### config.mk
export PLATFORM = sky130hd
export DESIGN_NAME = supply_seq_ctrl
export DESIGN_NICKNAME = d
export VERILOG_FILES = /design/src/rtl/supply_seq_pkg.sv /design/src/rtl/supply_seq_sync.sv /design/src/rtl/supply_seq_timer.sv /design/src/rtl/supply_seq_fsm.sv /design/src/rtl/supply_seq_ctrl.sv
export SDC_FILE = /design/constraint.sdc
export NUM_CORES = 1
export LEC_CHECK = 0
export BUFFER_PORTS_ARGS = -buffer_cell sky130_fd_sc_hd__buf_2
export CAP_MARGIN = 10
export CORE_MARGIN = 3
export CORE_UTILIZATION = 50
export DETAILED_ROUTE_END_ITERATION = 8
export PLACE_DENSITY = 0.67
export SLEW_MARGIN = 0
export SYNTH_ARGS = -nofsm -noshare
export SYNTH_HDL_FRONTEND = slang
export SYNTH_SLANG_ARGS = --single-unit
### constraint.sdc
create_clock -name clk -period 4.17 [get_ports clk]
set_input_delay 0.2085 -clock clk [delete_from_list [all_inputs] [get_ports clk]]
set_output_delay 0.2085 -clock clk [all_outputs]
set_load 0.005 [all_outputs]
### src/rtl/supply_seq_pkg.sv
package supply_seq_pkg;

  // Phase codes; the encoding is visible on the status port.
  typedef enum logic [1:0] {
    ST_COLD  = 2'b00,
    ST_ON    = 2'b01,
    ST_DRAIN = 2'b10,
    ST_OFF   = 2'b11
  } seqState_e;

  // Strobes from the control FSM to the interval timer.
  typedef struct packed {
    logic clear;
    logic run;
  } timerCtrl_t;

  // Comparator results from the timer back to the FSM.
  typedef struct packed {
    logic holdDone;
    logic drainDone;
  } timerFlags_t;

endpackage

### src/rtl/supply_seq_sync.sv
module supply_seq_sync #(
  parameter int STAGES = 2
) (
  input  logic clk,
  input  logic rstN,
  input  logic din,
  output logic dout
);

  logic [STAGES-1:0] chain;

  generate
    for (genvar i = 0; i < STAGES; i++) begin : g_stage
      if (i == 0) begin : g_first
        always_ff @(posedge clk or negedge rstN) begin
          if (!rstN) chain[0] <= 1'b0;
          else       chain[0] <= din;
        end
      end else begin : g_next
        always_ff @(posedge clk or negedge rstN) begin
          if (!rstN) chain[i] <= 1'b0;
          else       chain[i] <= chain[i-1];
        end
      end
    end
  endgenerate

  assign dout = chain[STAGES-1];

endmodule

### src/rtl/supply_seq_timer.sv
module supply_seq_timer
  import supply_seq_pkg::*;
#(
  parameter int CYCLES_PER_MS = 125000,
  parameter int OFF_DELAY_MS  = 10,
  parameter int COLD_HOLD_MS  = 100
) (
  input  logic        clk,
  input  logic        rstN,
  input  timerCtrl_t  ctrl,
  output timerFlags_t flags
);

  localparam int PRE_W  = (CYCLES_PER_MS > 1) ? $clog2(CYCLES_PER_MS) : 1;
  localparam int MS_MAX = (COLD_HOLD_MS > OFF_DELAY_MS) ? COLD_HOLD_MS : OFF_DELAY_MS;
  localparam int MS_W   = $clog2(MS_MAX + 1);
  localparam logic [PRE_W-1:0] PRE_LAST  = PRE_W'(CYCLES_PER_MS - 1);
  localparam logic [MS_W-1:0]  MS_TOP    = MS_W'(MS_MAX);
  localparam logic [MS_W-1:0]  HOLD_MS_V = MS_W'(COLD_HOLD_MS);
  localparam logic [MS_W-1:0]  OFF_MS_V  = MS_W'(OFF_DELAY_MS);

  logic [PRE_W-1:0] preCnt;
  logic [MS_W-1:0]  msCnt;
  logic             msTick;

  assign msTick = ctrl.run && (preCnt == PRE_LAST);

  always_ff @(posedge clk or negedge rstN) begin
    if (!rstN) begin
      preCnt <= '0;
    end else if (ctrl.clear) begin
      preCnt <= '0;
    end else if (ctrl.run) begin
      preCnt <= msTick ? '0 : preCnt + 1'b1;
    end
  end

  // Elapsed milliseconds, saturating at the longest interval.
  always_ff @(posedge clk or negedge rstN) begin
    if (!rstN) begin
      msCnt <= '0;
    end else if (ctrl.clear) begin
      msCnt <= '0;
    end else if (msTick && (msCnt != MS_TOP)) begin
      msCnt <= msCnt + 1'b1;
    end
  end

  assign flags.holdDone  = (msCnt == HOLD_MS_V);
  assign flags.drainDone = (msCnt == OFF_MS_V);

endmodule

### src/rtl/supply_seq_fsm.sv
module supply_seq_fsm
  import supply_seq_pkg::*;
(
  input  logic        clk,
  input  logic        rstN,
  input  logic        pwrOk,
  input  timerFlags_t flags,
  output timerCtrl_t  ctrl,
  output seqState_e   state,
  output logic        ioEnQ,
  output logic        rstRelQ
);

  seqState_e nextState;

  always_comb begin
    nextState = state;
    unique case (state)
      ST_COLD:  if (flags.holdDone) nextState = ST_ON;
      ST_ON:    if (!pwrOk) nextState = ST_DRAIN;
      ST_DRAIN: begin
        if (pwrOk)                nextState = ST_ON;
        else if (flags.drainDone) nextState = ST_OFF;
      end
      ST_OFF:   if (pwrOk) nextState = ST_ON;
      default:  nextState = ST_COLD;
    endcase
  end

  // Restart the timer on entry to the drain phase; count only while timing.
  always_comb begin
    ctrl.clear = (state == ST_ON) && !pwrOk;
    ctrl.run   = (state == ST_COLD) || (state == ST_DRAIN);
  end

  always_ff @(posedge clk or negedge rstN) begin
    if (!rstN) begin
      state   <= ST_COLD;
      ioEnQ   <= 1'b0;
      rstRelQ <= 1'b0;
    end else begin
      state   <= nextState;
      ioEnQ   <= (nextState == ST_ON) || (nextState == ST_DRAIN);
      rstRelQ <= (nextState != ST_COLD);
    end
  end

endmodule

### src/rtl/supply_seq_ctrl.sv
module supply_seq_ctrl
  import supply_seq_pkg::*;
#(
  parameter int CYCLES_PER_MS = 125000,
  parameter int OFF_DELAY_MS  = 10,
  parameter int COLD_HOLD_MS  = 100,
  parameter int SYNC_STAGES   = 2
) (
  input  logic       clk,
  input  logic       porN,
  input  logic       cpuPwrEn,
  output logic       ioSupplyEn,
  output logic       sysResetN,
  output logic [1:0] seqState
);

  logic        pwrOk;
  timerCtrl_t  tCtrl;
  timerFlags_t tFlags;
  seqState_e   curState;

  supply_seq_sync #(.STAGES(SYNC_STAGES)) u_sync (
    .clk  (clk),
    .rstN (porN),
    .din  (cpuPwrEn),
    .dout (pwrOk)
  );

  supply_seq_timer #(
    .CYCLES_PER_MS (CYCLES_PER_MS),
    .OFF_DELAY_MS  (OFF_DELAY_MS),
    .COLD_HOLD_MS  (COLD_HOLD_MS)
  ) u_timer (
    .clk   (clk),
    .rstN  (porN),
    .ctrl  (tCtrl),
    .flags (tFlags)
  );

  supply_seq_fsm u_fsm (
    .clk     (clk),
    .rstN    (porN),
    .pwrOk   (pwrOk),
    .flags   (tFlags),
    .ctrl    (tCtrl),
    .state   (curState),
    .ioEnQ   (ioSupplyEn),
    .rstRelQ (sysResetN)
  );

  assign seqState = curState;

endmodule

==> run_results.csv <==
group,metric,value,unit
status,status,"finished clean",
layout,design_area,0.00180,sq mm
drt,dr.pass1.iters,4,
clocking,post-cts-setup-buffers,0,
drt,postRouteAntennaNets,0,
drt,drt_wl_total,3180,microns
logic_synthesis,synthCells,183,
logic_synthesis,yosysSeqAreaShare,0.449,
logic_synthesis,ys_warn_count,0,
logic_synthesis,synth_top_family_by_area,"simple AND/OR/NAND/NOR gates",
timing,finalMaxSlewViolations,0,
place,placed_cell_area,0.00172,sq mm
layout,insertedDiodeCount,0,
worst_setup_path,worstSetupPathType,"reg -> reg",
logic_synthesis,yosys.area_share.simple,0.306,
drt,drt_iter0_drc,114,
clocking,cts-buffers-inserted,5,
hold_path,min_path_cells,0,
worst_setup_path,path_cells,"ha_1, nand4bb_2, nor4_4, a21oi_2, inv_1, o311ai_0",
layout,final_layout_size_suffix_gt1_frac,0.126,
global_routing,grt.overflow.total,0,
timing,fmax,469,MHz
global_routing,grt_max_degree,31,
floorplanning,core,0.00313,sq mm
place,hpwl,2290,microns
place,numPortBuffers,6,
worst_setup_path,ff2ff_path_depth,6,
logic_synthesis,synth_top_area_share,0.449,
logic_synthesis,netlist-cell-type-count,42,
clocking,clock-sinks,30,
logic_synthesis,syn-num-nets,191,
timing,max_slew_margin,0.245,
logic_synthesis,synth_compound_area_frac,0.101,
worst_setup_path,cp_slowest_cell,"a21oi_2",
drt,vias,1346,
clocking,cts_max_path_buffers,2,
worst_setup_path,critPathArrivalTime,2.34,ns
worst_setup_path,slowest_delay,0.60,ns
timing,final.period_utilization,0.511,
floorplanning,die_h,63.8,microns
clocking,cts.clk_slew.worst_paths,0.09,ns
logic_synthesis,synth_top_area_cell,"dfrtp_1",
clocking,clk_latency,0.32,ns
logic_synthesis,muxShareOfSynthArea,0.0479,
power,power_density,266,mW/mm^2
logic_synthesis,synth_xor_area_frac,0.0157,
global_routing,track_usage,0.182,
clocking,cts_tree,"built",
logic_synthesis,synth_fa_ha_area_frac,0.0374,
worst_setup_path,cp.required,4.38,ns
layout,final_nets,198,
timing,fin_worst_skew,0.00354,ns
drt,avgViaCountPerCell,5.73,
clocking,root_buffer,"clkbuf_4",
global_routing,grt_pass1_wl,5770,microns
logic_synthesis,syn-cell-area,0.00167,sq mm
logic_synthesis,synth_enable_flop_cells,0,
power,leakage,0.000771,uW
logic_synthesis,synth.avg_cell_area,9.13,sq um
logic_synthesis,async_flop_share,1.00,
logic_synthesis,synth_ff_type,"dfrtp_1",
global_routing,first_global_vias,1245,
hold_path,hp-class,"reg -> reg",
drt,route.detailed.drc,0,
drt,wl_per_cell,13.5,microns
floorplanning,rows,20,
clocking,htreeDepth,2,
layout,area_growth,7.41,%
worst_setup_path,end_kind,"flip-flop",
timing,tightest_slew,1.13,ns
floorplanning,start_util,0.534,
timing,setup_viol,0,
worst_setup_path,worst_setup_path_start_kind,"flip-flop",
logic_synthesis,synth_seq_cells,30,
timing,fin_tns_setup,0,ns
floorplanning,die_area,0.00407,sq mm
flow_run,maxCapViolations,0,
timing,hold_violations,0,
floorplanning,fp.dieW,63.8,microns
floorplanning,io_pins,7,
place,place.gp.congestion,0.879,
timing,fin_crit,2.13,ns
worst_setup_path,crit_fanout,18,
power,ir_drop,0.175,mV
global_routing,antenna_found_initial,0,
logic_synthesis,yosys-top-cells-area,"dfrtp_1 45%, nand2_1 6.5%, mux2i_1 4.8%, nand3_1 4.2%, ha_1 3.7%",
timing,rsz0062_at_grt,"false",
worst max-delay path: cells and delay by family (launching register included):
family	cells	cell delay, ns
buf+inv	1	0.16
flops	1	0.43
fa+ha+maj	1	0.27
simple gates	2	0.21
compound gates	2	0.96
cell families after synthesis:
kind of cell             after synthesis
adder cells (fa/ha/maj)                5
multiplexers                           8
AO/OA/AOI/OAI                         29
AND/OR/NAND/NOR                       92
flip-flops                            30
buffers and inverters                 16
XOR/XNOR                               3
registers in the layout, summed over array words and instances, names as in the netlist:
register,count
u_sync.chain,1
u_timer.msCnt,7
u_sync.dout,1
u_fsm.ioEnQ,1
u_timer.preCnt,17
u_fsm.rstRelQ,1
u_fsm.state,2
per-stage QoR:
stage / util / worst slack, ns / hold slack [ns] / cells / power, uW
after global placement: 0.548 / 2.14 / 0.271 / 225 / 305
after floorplan: - / 2.32 / -0.0871 / 183 / 299
final: 0.574 / 2.04 / 0.372 / 235 / 478
after detailed placement: 0.548 / 2.08 / 0.274 / 225 / 305
after CTS: 0.574 / 2.05 / 0.373 / 235 / 487
after global routing: 0.574 / 1.80 / 0.386 / 235 / 502
cell usage in the layout, fill, tap and decap left out, drive strengths merged, types with 5 or more instances in the layout:
master	n
nand2	30
clkbuf	7
a21oi	9
nor2	9
buf	6
inv	8
nand4	5
nand3	14
o21ai	12
nor4	6
ha	5
mux2i	8
dfrtp	30
nor3	6
synth_stat cells, types with 2 or more instances:
cell,n
mux2i_1,8
nand4_1,5
nor2_1,9
nor3_1,6
a31oi_1,2
ha_1,5
a21oi_1,8
o21ai_0,12
nand2_1,29
nor4_1,5
inv_1,8
and2_1,2
nor2b_1,2
nand2b_1,3
clkbuf_1,4
or3_1,2
or4b_2,2
nand3_1,14
or2_2,2
xnor2_1,2
dfrtp_1,30
buf_2,3
what timing repair did:
action,CTS,global route
gates resized for setup,0,0
hold buffers,2,0
endpoints found under the hold margin,31,0
power breakdown:
part	internal, uW	leakage, uW	switching (uW)
sequential	292	0.000400	0.717
clock	81.6	0.0000353	96.4
combinational	2.10	0.000336	6.02
metal layers:
layer,up-vias,GRT usage,share of wire
met4,0,0.0809,0.020
met2,32,0.265,0.44
met1,638,0.249,0.50
li1,671,-,-
met3,5,0.0527,0.041
met5,-,0,0
final timing paths:
path	end	slack [ns]	start
min in group asynchronous	u_timer.preCnt[15]	0.44	porN
min reg2reg	u_sync.dout	0.37	u_sync.chain[0]
max	u_timer.preCnt[11]	2.04	u_timer.preCnt[0]
max in group asynchronous	u_timer.preCnt[8]	3.32	porN
min	u_sync.dout	0.37	u_sync.chain[0]
max reg2reg	u_timer.preCnt[11]	2.04	u_timer.preCnt[0]
layout make-up:
class | count | area [sq um]
Clock buffer | 7 | 55.1
Clock inverter | 1 | 5.00
Fill cell | 278 | 1330
Inverter | 8 | 30.0
Multi-Input combinational cell | 137 | 850
Sequential cell | 30 | 751
Tap cell | 44 | 55.1
Timing Repair Buffer | 8 | 50.0
Note: power is estimated with default switching activity, not from simulation.
